==> config.mk <==
export PLATFORM = sky130hd
export DESIGN_NAME = sc_blank_sched
export DESIGN_NICKNAME = d
export VERILOG_FILES = /design/src/rtl/sc_pkg.sv /design/src/rtl/sc_fifo.sv /design/src/rtl/sc_vbi_detect.sv /design/src/rtl/sc_xfer_fsm.sv /design/src/rtl/sc_blank_sched.sv
export SDC_FILE = /design/constraint.sdc
export NUM_CORES = 2
export LEC_CHECK = 0
export BUFFER_PORTS_ARGS = -buffer_cell sky130_fd_sc_hd__buf_4
export CORE_MARGIN = 10
export CORE_UTILIZATION = 44
export CTS_CLUSTER_SIZE = 8
export DETAILED_ROUTE_END_ITERATION = 6
export GPL_ROUTABILITY_DRIVEN = 0
export PLACE_DENSITY = 0.57
export REMOVE_ABC_BUFFERS = 1
export SYNTH_ARGS = -nofsm -noshare
export SYNTH_HDL_FRONTEND = slang
export SYNTH_SLANG_ARGS = --single-unit
==> constraint.sdc <==
create_clock -name clk -period 6.65 [get_ports clk]
set_input_delay 0.3325 -clock clk [delete_from_list [all_inputs] [get_ports clk]]
set_output_delay 0.3325 -clock clk [all_outputs]
set_load 0.01 [all_outputs]
==> src/rtl/sc_pkg.sv <==
package sc_pkg;
  typedef enum logic [2:0] {
    SC_IDLE,
    SC_TX_LEN,
    SC_TX_DAT,
    SC_RX_LEN,
    SC_RX_DAT,
    SC_RX_DROP,
    SC_HOLD
  } sc_state_e;
endpackage

==> src/rtl/sc_fifo.sv <==
module sc_fifo #(
  parameter int DW    = 8,
  parameter int DEPTH = 256,
  parameter int CW    = $clog2(DEPTH + 1)
) (
  input  logic          clk,
  input  logic          rst_n,
  input  logic          push,
  input  logic [DW-1:0] wdata,
  input  logic          pop,
  output logic [DW-1:0] rdata,
  output logic [CW-1:0] count
);
  localparam int AW = $clog2(DEPTH);
  localparam logic [CW-1:0] FULL_C = DEPTH[CW-1:0];

  logic [DW-1:0] mem [DEPTH];
  logic [AW-1:0] wp, rp;
  logic          do_push, do_pop;

  assign do_push = push && (count != FULL_C);
  assign do_pop  = pop && (count != '0);
  assign rdata   = mem[rp];

  always_ff @(posedge clk) begin
    if (do_push) mem[wp] <= wdata;
  end

  always_ff @(posedge clk or negedge rst_n) begin
    if (!rst_n) begin
      wp    <= '0;
      rp    <= '0;
      count <= '0;
    end else begin
      if (do_push) wp <= wp + 1'b1;
      if (do_pop)  rp <= rp + 1'b1;
      case ({do_push, do_pop})
        2'b10:   count <= count + 1'b1;
        2'b01:   count <= count - 1'b1;
        default: count <= count;
      endcase
    end
  end
endmodule

==> src/rtl/sc_vbi_detect.sv <==
module sc_vbi_detect #(
  parameter int WIN_LINES = 2
) (
  input  logic clk,
  input  logic rst_n,
  input  logic hsync,
  input  logic vsync,
  input  logic de,
  input  logic en,
  output logic win,
  output logic open_now,
  output logic close_now
);
  localparam int LW = (WIN_LINES > 1) ? $clog2(WIN_LINES) : 1;
  localparam logic [LW-1:0] LAST_C = LW'(WIN_LINES - 1);

  logic          hs_q, hs_rise;
  logic          de_line;     // DATAEN seen in the current line
  logic          seen_act;    // active video seen since the last blank edge
  logic          blank_edge;
  logic [LW-1:0] ln;

  assign hs_rise    = hsync && !hs_q;
  assign blank_edge = hs_rise && seen_act && !de_line;
  assign open_now   = blank_edge && !win && en && !vsync;
  assign close_now  = win && (vsync || (hs_rise && (ln == LAST_C)));

  always_ff @(posedge clk or negedge rst_n) begin
    if (!rst_n) begin
      hs_q     <= 1'b0;
      de_line  <= 1'b0;
      seen_act <= 1'b0;
      win      <= 1'b0;
      ln       <= '0;
    end else begin
      hs_q <= hsync;
      if (hs_rise)  de_line <= de;
      else if (de)  de_line <= 1'b1;
      if (blank_edge) seen_act <= 1'b0;
      else if (de)    seen_act <= 1'b1;
      if (close_now) begin
        win <= 1'b0;
      end else if (open_now) begin
        win <= 1'b1;
        ln  <= '0;
      end else if (win && hs_rise) begin
        ln <= ln + 1'b1;
      end
    end
  end
endmodule

==> src/rtl/sc_xfer_fsm.sv <==
module sc_xfer_fsm
  import sc_pkg::*;
#(
  parameter int DW     = 8,
  parameter int BUDGET = 224,
  parameter int CW     = 9,
  parameter int FW     = 16
) (
  input  logic          clk,
  input  logic          rst_n,
  input  logic          open_now,
  input  logic          close_now,
  input  logic [CW-1:0] tx_fill,
  input  logic [DW-1:0] tx_head,
  output logic          tx_pop,
  output logic          lc_tx_valid,
  output logic [DW-1:0] lc_tx_data,
  input  logic          lc_tx_ready,
  input  logic          lc_rx_valid,
  input  logic [DW-1:0] lc_rx_data,
  output logic          lc_rx_ready,
  output logic          rx_push,
  input  logic          rx_space,
  output logic [DW-1:0] sent_cnt,
  output logic [DW-1:0] rcvd_cnt,
  output logic [FW-1:0] frame_cnt,
  output logic          proto_err
);
  localparam logic [CW-1:0] BUD_CW = BUDGET[CW-1:0];
  localparam logic [DW-1:0] BUD_DW = BUDGET[DW-1:0];

  sc_state_e     st, nxt;
  logic [DW-1:0] len_sel, len_q, tx_left, rx_left, tx_run, rx_run;
  logic          err_set, rx_take;

  assign len_sel = (tx_fill > BUD_CW) ? BUD_DW : tx_fill[DW-1:0];
  assign rx_take = lc_rx_valid && lc_rx_ready;

  always_comb begin
    nxt         = st;
    lc_tx_valid = 1'b0;
    lc_tx_data  = tx_head;
    tx_pop      = 1'b0;
    lc_rx_ready = 1'b0;
    rx_push     = 1'b0;
    err_set     = 1'b0;
    case (st)
      SC_TX_LEN: begin
        lc_tx_valid = 1'b1;
        lc_tx_data  = len_q;
        if (lc_tx_ready) nxt = (len_q == '0) ? SC_RX_LEN : SC_TX_DAT;
      end
      SC_TX_DAT: begin
        lc_tx_valid = (tx_fill != '0);
        if (lc_tx_valid && lc_tx_ready) begin
          tx_pop = 1'b1;
          if (tx_left == DW'(1)) nxt = SC_RX_LEN;
        end
      end
      SC_RX_LEN: begin
        lc_rx_ready = 1'b1;
        if (lc_rx_valid) begin
          if (lc_rx_data > BUD_DW) begin
            err_set = 1'b1;
            nxt     = SC_RX_DROP;
          end else if (lc_rx_data == '0) begin
            nxt = SC_HOLD;
          end else begin
            nxt = SC_RX_DAT;
          end
        end
      end
      SC_RX_DAT: begin
        lc_rx_ready = rx_space;
        if (rx_take) begin
          rx_push = 1'b1;
          if (rx_left == DW'(1)) nxt = SC_HOLD;
        end
      end
      SC_RX_DROP: lc_rx_ready = 1'b1;
      default: ;
    endcase
    if (close_now)     nxt = SC_IDLE;
    else if (open_now) nxt = SC_TX_LEN;
  end

  always_ff @(posedge clk or negedge rst_n) begin
    if (!rst_n) begin
      st        <= SC_IDLE;
      len_q     <= '0;
      tx_left   <= '0;
      rx_left   <= '0;
      tx_run    <= '0;
      rx_run    <= '0;
      sent_cnt  <= '0;
      rcvd_cnt  <= '0;
      frame_cnt <= '0;
      proto_err <= 1'b0;
    end else begin
      st <= nxt;
      if (err_set) proto_err <= 1'b1;
      if (open_now) begin
        len_q   <= len_sel;
        tx_left <= len_sel;
        tx_run  <= '0;
        rx_run  <= '0;
      end else begin
        if (tx_pop) begin
          tx_left <= tx_left - 1'b1;
          tx_run  <= tx_run + 1'b1;
        end
        if (st == SC_RX_LEN && rx_take) rx_left <= lc_rx_data;
        if (rx_push) begin
          rx_left <= rx_left - 1'b1;
          rx_run  <= rx_run + 1'b1;
        end
      end
      if (close_now) begin
        sent_cnt  <= tx_run + DW'(tx_pop);
        rcvd_cnt  <= rx_run + DW'(rx_push);
        frame_cnt <= frame_cnt + 1'b1;
      end
    end
  end
endmodule

==> src/rtl/sc_blank_sched.sv <==
module sc_blank_sched #(
  parameter int DW        = 8,
  parameter int BUDGET    = 224,
  parameter int DEPTH     = 256,
  parameter int WIN_LINES = 2,
  parameter int FW        = 16
) (
  input  logic          clk,
  input  logic          rst_n,
  input  logic          hsync,
  input  logic          vsync,
  input  logic          de,
  input  logic          sc_off,
  input  logic          tx_wr_valid,
  input  logic [DW-1:0] tx_wr_data,
  output logic          tx_wr_ready,
  output logic          rx_rd_valid,
  output logic [DW-1:0] rx_rd_data,
  input  logic          rx_rd_ready,
  output logic          lc_tx_valid,
  output logic [DW-1:0] lc_tx_data,
  input  logic          lc_tx_ready,
  input  logic          lc_rx_valid,
  input  logic [DW-1:0] lc_rx_data,
  output logic          lc_rx_ready,
  output logic          window_open,
  output logic [DW-1:0] sent_cnt,
  output logic [DW-1:0] rcvd_cnt,
  output logic [FW-1:0] frame_cnt,
  output logic          proto_err
);
  localparam int CW = $clog2(DEPTH + 1);
  localparam logic [CW-1:0] FULL_C = DEPTH[CW-1:0];

  logic [CW-1:0] tx_fill, rx_fill;
  logic [DW-1:0] tx_head;
  logic          tx_pop, rx_push, rx_space, open_now, close_now;

  assign tx_wr_ready = (tx_fill != FULL_C);
  assign rx_space    = (rx_fill != FULL_C);
  assign rx_rd_valid = (rx_fill != '0);

  sc_vbi_detect #(.WIN_LINES(WIN_LINES)) u_det (
    .clk(clk), .rst_n(rst_n), .hsync(hsync), .vsync(vsync), .de(de),
    .en(!sc_off), .win(window_open), .open_now(open_now), .close_now(close_now)
  );

  sc_fifo #(.DW(DW), .DEPTH(DEPTH), .CW(CW)) u_txq (
    .clk(clk), .rst_n(rst_n), .push(tx_wr_valid && tx_wr_ready), .wdata(tx_wr_data),
    .pop(tx_pop), .rdata(tx_head), .count(tx_fill)
  );

  sc_fifo #(.DW(DW), .DEPTH(DEPTH), .CW(CW)) u_rxq (
    .clk(clk), .rst_n(rst_n), .push(rx_push), .wdata(lc_rx_data),
    .pop(rx_rd_valid && rx_rd_ready), .rdata(rx_rd_data), .count(rx_fill)
  );

  sc_xfer_fsm #(.DW(DW), .BUDGET(BUDGET), .CW(CW), .FW(FW)) u_fsm (
    .clk(clk), .rst_n(rst_n), .open_now(open_now), .close_now(close_now),
    .tx_fill(tx_fill), .tx_head(tx_head), .tx_pop(tx_pop),
    .lc_tx_valid(lc_tx_valid), .lc_tx_data(lc_tx_data), .lc_tx_ready(lc_tx_ready),
    .lc_rx_valid(lc_rx_valid), .lc_rx_data(lc_rx_data), .lc_rx_ready(lc_rx_ready),
    .rx_push(rx_push), .rx_space(rx_space),
    .sent_cnt(sent_cnt), .rcvd_cnt(rcvd_cnt), .frame_cnt(frame_cnt), .proto_err(proto_err)
  );
endmodule

Word level (Yosys, flattened, before mapping)
Memories as Yosys holds them, arrays and structs flattened.
Cells that the tools add are included.
{ "classes": {"n_addsub": 16, "reduce_logical": 42, "n_eq_ne": 19, "bitwise": 2, "order_cmp": 2, "muxes": 44} }
{ "ops": {"columns": ["cell", "count"], "rows": [
  ["two-way mux 8 bit", 10],
  ["adder 8 x 1 -> 8 bit (second input constant)", 6],
  ["case mux 9 bit (2 select lines)", 2],
  ["two-way mux 3 bit", 9],
  ["two-way mux 1 bit", 19],
  ["adder 9 x 1 -> 9 bit (second input constant)", 2],
  ["logical AND 1 bit", 18],
  ["inequality test 9 bit (second input constant)", 2],
  ["nonzero test 2 bit", 9],
  ["nonzero test 9 bit", 2],
  ["subtractor 9 x 1 -> 9 bit (second input constant)", 2],
  ["adder 16 x 1 -> 16 bit (second input constant)", 1],
  ["adder 8 x 1 -> 8 bit", 2],
  ["== test 8 x 1 -> 1 bit (second input constant)", 2],
  ["zero test 8 bit", 2],
  ["inequality test 4 x 3 -> 1 bit (second input constant)", 4],
  ["subtractor 8 x 1 -> 8 bit (second input constant)", 2],
  ["case mux 3 bit (4 select lines)", 1],
  ["> comparator 9 x 8 -> 1 bit (second input constant)", 1],
  ["> comparator 8 bit (second input constant)", 1],
  ["inequality test 4 bit (second input constant)", 2],
  ["AND reduction 7 bit", 1],
  ["== test 3 x 2 -> 1 bit (second input constant)", 2],
  ["== test 3 bit (second input constant)", 2],
  ["other kinds (12)", 21]
]} }
{ "word_totals": {"reg_bits": 131, "wordCells": 148, "inputBits": 26, "mem_count": 2, "mem_bits_rw": 4096, "out_inout_bits": 54} }
{ "memory_table": {"columns": ["memory", "depth", "width", "read_ports", "rd_ports_with_merged_regs", "write_ports", "line", "rtl"], "rows": [
  ["u_rxq.mem", 256, 8, 1, 0, 1, "sc_fifo.sv:17", "logic [DW-1:0] mem [DEPTH];"],
  ["u_txq.mem", 256, 8, 1, 0, 1, "sc_fifo.sv:17", null]
]} }

Depth between registers and ports, before layout
{ "logic_depth": {"depth_word": 9, "depth_mapped": 15, "ltp_nobuf": 13} }

Cells and area by module
From an unflattened synthesis, not the netlist that was laid out.
{ "hier_totals": {"cells_unflattened": 8179, "area_unflattened_um2": 165932.9} }
{ "modules_own_cells": {"columns": ["mod", "cells_each", "seq_area_each_um2", "area_each_um2", "n_inst"], "rows": [
  ["sc_fifo (u_txq)", 3816, 62124.6, 80870.1, 1],
  ["sc_fifo (u_rxq)", 3926, 62124.6, 80747.4, 1],
  ["sc_xfer_fsm", 404, 1901.8, 3978.8, 1],
  ["sc_vbi_detect", 19, 125.1, 245.2, 1],
  ["sc_blank_sched", 14, 0.0, 91.3, 1]
]} }

Least setup slack after synthesis
Ideal clock, no wire load.
{ "synth_timing": {"path_type": "reg2reg", "from": "register u_txq.count[0]", "to": "register u_txq.count[8]", "arrival_ns": 4.176, "setup_slack_ns": 2.395, "setup_time_ns": 0.079, "path_stages_with_launch": 15, "period_less_slack_ns": 4.255, "required_time_ns": 6.571, "n_path_buf": 2, "cell_sequence": "dfrtp_1 > or4_4 > o41ai_1 > nor3b_1 > clkbuf_1 > buf_1 > ha_1 > fa_1 > a21o_1 > a21oi_1 > o21bai_1 > a2111o_1 > and3_1 > nor3_1 > xor2_1"} }
{ "synth_via": {"elab_chain_cells": 7, "word_cells_on_any_way": 14, "cone_classes": "2 x add/sub; 3 x eq/ne; 3 x mux; 6 x reduce/logical"} }
{ "synth_lines": {"columns": ["element", "line", "rtl"], "rows": [
  ["start: declaration", "sc_fifo.sv:12", "output logic [CW-1:0] count"],
  ["start signal: assignment", "sc_fifo.sv:38", "2'b10: count <= count + 1'b1;"],
  ["start signal: assignment", "sc_fifo.sv:39", "2'b01: count <= count - 1'b1;"],
  ["start signal: assignment", "sc_fifo.sv:40", "default: count <= count;"],
  ["nonzero test 9 bit (*)", "sc_fifo.sv:22, sc_xfer_fsm.sv:54", null],
  ["logical AND 1 bit", "sc_xfer_fsm.sv:55", "if (lc_tx_valid && lc_tx_ready) begin"],
  ["two-way mux 1 bit", "sc_xfer_fsm.sv:55", null],
  ["two-way mux 1 bit", "sc_xfer_fsm.sv:47", "case (st)"],
  ["logical AND 1 bit (*)", "sc_fifo.sv:22", "assign do_pop = pop && (count != '0);"],
  ["via u_txq.do_pop", "sc_fifo.sv:19", "logic do_push, do_pop;"],
  ["== test 2 x 1 -> 1 bit / == test 2 bit (equally long branches)", "sc_fifo.sv:37", "case ({do_push, do_pop})"],
  ["case mux 9 bit (2 select lines) / nonzero test 2 bit (equally long branches)", null, null]
]} }
Mark *: on every way through the listed nets, which the timed path passes. The rest lies on a longest branch.
A chain may end at the register's enable or synchronous reset.

Final worst setup path
{ "layout_timing": {"from": "register u_txq.rp[0]", "to": "output port lc_tx_data[4]"} }
{ "layout_via": {"elab_chain_cells": 2} }
{ "layout_lines": {"columns": ["element", "line", "rtl"], "rows": [
  ["start: declaration", "sc_fifo.sv:18", "logic [AW-1:0] wp, rp;"],
  ["start signal: assignment", "sc_fifo.sv:36", "if (do_pop) rp <= rp + 1'b1;"],
  ["memory read (256 x 8 bit)", null, null],
  ["two-way mux 8 bit", "sc_xfer_fsm.sv:47", null],
  ["end: declaration", "sc_blank_sched.sv:21", "output logic [DW-1:0] lc_tx_data,"]
]} }
Every way passes these cells.

==> metrics.txt <==
Worst setup EP type=output port; Syn Area/Cell=21.5 um2; flops & latches, synth=4,227; Clock Skew=0.0460 ns; pwr dens=409 nW/um2; Hold Path Cell Cnt=1; register share of total power=0.396; top post-synthesis cells by area=edfxtp_1, mux4_2, dfrtp_1, nor2_1, mux2i_1; chip height=632 um; max-cap violation count=0; CTS Root Cell=clkbuf_16; routed wl met2=214,000 um; leakage=0.0592 uW; row count=224; CTS H-tree depth=6; met3 wire length=27,400 um; antenna-violating nets left=0; Worst Min Path Start=tx_wr_data[1]; number of gates resized after cts=0; fin. max-slew vios=0; 1st-pass router iterations=6; total grt overflow=0; CTS Sinks=4,227; RSZ-0062 raised after global routing=false; # port buffers=79; GRT Total Usage=0.210; antenna violations before repair=6; highest routed layer=met4; R2R cell count=14; FFs w/ async S/R, synth=0.0310; Max Fclk=0.172 GHz; 1st-iter DRT viols=8,212; clock network power share=0.351; synth warn=0; final non-filler cell total=13,300; length of routed wiring on met1=171,000 um; critical path startpoint=u_txq.rp[0]; slew margin rel.=0.117; register-to-register setup slack=1.67 ns; largest net degree at the start of global routing=197; failing checks=hold timing; Main synth FF type=edfxtp_1; CTS clk-pin slew, worst paths=0.05 ns; Worst-Skew Late Latency=1.03 ns; Post-Syn Area=165,000 um2; cts hold-fix bufs=23; Worst Path Max Fanout=41; final hold vios=4; worst hold path type=input pin to flop; Post-route DRC=0; worst hold slack=-0.0136 ns; die area=400,000 um2; Worst Path Class, Setup=flop to output port; initial core utilization=0.443; hpwl dp=252,000 um; Required @ worst endpoint=6.32 ns; post-CTS setup-driven buffer insertion count=0; Yosys top cell by area=edfxtp_1; Post-synth top cells=edfxtp_1, mux4_2, nor2_1; vias in the first global route=82,800; crit path DAT=5.47 ns; reg-to-reg critical path startpoint=u_rxq.count[0]; Post-Syn Instances=7,679; Via-to-Cell Ratio=6.01; global-route wire length before repair=615,000 um; cts bufs inserted=599; Area growth syn-to-layout=14.2%; Placeable Area=373,000 um2; minimum clock period=5.81 ns; DR vias=79,600; final worst setup slack=0.844 ns; Final period util=0.873; io pins=80; status=finished with violations; peak supply drop=0.330 mV; logic gate share of total power=0.253; Hold Path Sink=u_txq.mem[239][1]; Worst Tran Pin Value=1.32 ns; R2R Path End=u_rxq.count[8]; Longest Clk Path Bufs=4; Die X=632 um; Seq/Total Area, Yosys=0.766; NetSw=22,300 uW; worst slack at placement=1.71 ns; Worst setup SP type=flop; CTS tree=yes; Yosys cell types=73; switching portion of total power=0.290; count leader, synth=edfxtp_1; DR WL/cell=32.2 um; nets@finish=8,206; P_int=54,700 uW; Post-synth EDFFs=4,096; drt total wl=427,000 um; post-synth top area share=0.746; share of cells above drive strength 1=0.260; Placed Cells=12,500; endpoints failing setup=0
[how the worst max path moves through the flow]
| stage | endpoint | cells after the start |
|---|---|---|
| after detailed placement | u_rxq.count[8] | 14 |
| after global routing | rx_rd_data[6] | 8 |
| after CTS | rx_rd_data[1] | 8 |
| after global placement | u_rxq.count[8] | 14 |
| after floorplan | lc_tx_data[2] | 6 |
| final | lc_tx_data[4] | 8 |
[cell type report]
class | instances | area, um2
well taps | 4972 | 6220
inverters | 24 | 97.6
fillers | 29400 | 184000
repair buffers | 304 | 2840
clock inverters | 46 | 692
diodes | 13 | 32.5
clock buffers | 690 | 15600
flip-flops and latches | 4227 | 126000
multi-input cells | 2985 | 36600
[worst max-delay path: stages, from the launching register on]
cell and delay, ns:
dfrtp_4 0.93, buf_12 0.38, mux4_2 0.58, mux4_2 0.52, nor2_1 0.25, nor3_1 0.21
o41ai_1 0.80, o2bb2ai_1 0.37, buf_4 0.26
[flip-flops by register name (all words and copies together) (netlist names), 9 cells and up]
name / count
u_fsm.frame_cnt: 16
u_rxq.count: 9
u_rxq.mem: 2048
u_txq.count: 9
u_txq.mem: 2048
[power groups by stage]
stage / clock, uW / combinational [uW] / sequential [uW]
after floorplan: 0 / 11600 / 31700
after global placement: 0 / 19700 / 31000
after detailed placement: 0 / 19700 / 31000
after CTS: 27500 / 19800 / 30500
after global routing: 28600 / 20500 / 30500
final: 27100 / 19500 / 30500
[layout by cell type, fill, tap and decap left out, types with 36 or more instances in the layout]
master / n
edfxtp_1: 4096
mux4_2: 1148
nor2_1: 619
clkbuf_16: 609
buf_4: 233
nand2_1: 219
mux2i_1: 172
dfrtp_1: 122
a21oi_1: 110
clkbuf_1: 80
o21ai_0: 74
a22oi_1: 54
xnor2_1: 53
nand3_1: 52
nor3_1: 38
ha_1: 37
o22ai_1: 36
[layer usage]
metal | vias up | global-route usage
met5 | - | 0
met3 | 689 | 0.0353
met4 | 0 | 0.0674
met1 | 43100 | 0.283
li1 | 32700 | -
met2 | 3146 | 0.352
[cell families (layout without fill, tap and decap cells)]
| group | after synthesis | count (layout) | synth area share |
|---|---|---|---|
| AOI/OAI and AO/OA | 425 | 425 | 0.0171 |
| xor gates and xnor gates | 85 | 85 | 0.00451 |
| adders and majority gates | 39 | 39 | 0.00305 |
| buffers and inverters | 467 | 1064 | 0.0134 |
| DFF | 4227 | 4227 | 0.766 |
| muxes | 1328 | 1328 | 0.168 |
| other | 0 | 13 | 0 |
| and+or+nand+nor | 1108 | 1108 | 0.0287 |
[stage by stage]
| step | utilization | instance area (um2) | hold WS [ns] | TNS, ns | total power [uW] |
|---|---|---|---|---|---|
| after floorplan | - | 163000 | 0.0369 | -482.77 | 43300 |
| after global placement | 0.461 | 172000 | 0.373 | 0 | 50600 |
| after detailed placement | 0.461 | 172000 | 0.383 | 0 | 50700 |
| after CTS | 0.505 | 188000 | 0.00197 | 0 | 77800 |
| after global routing | 0.505 | 188000 | 0.0481 | 0 | 79700 |
| final | 0.505 | 188000 | -0.0136 | 0 | 77100 |
(Power assumes the default switching activity.)
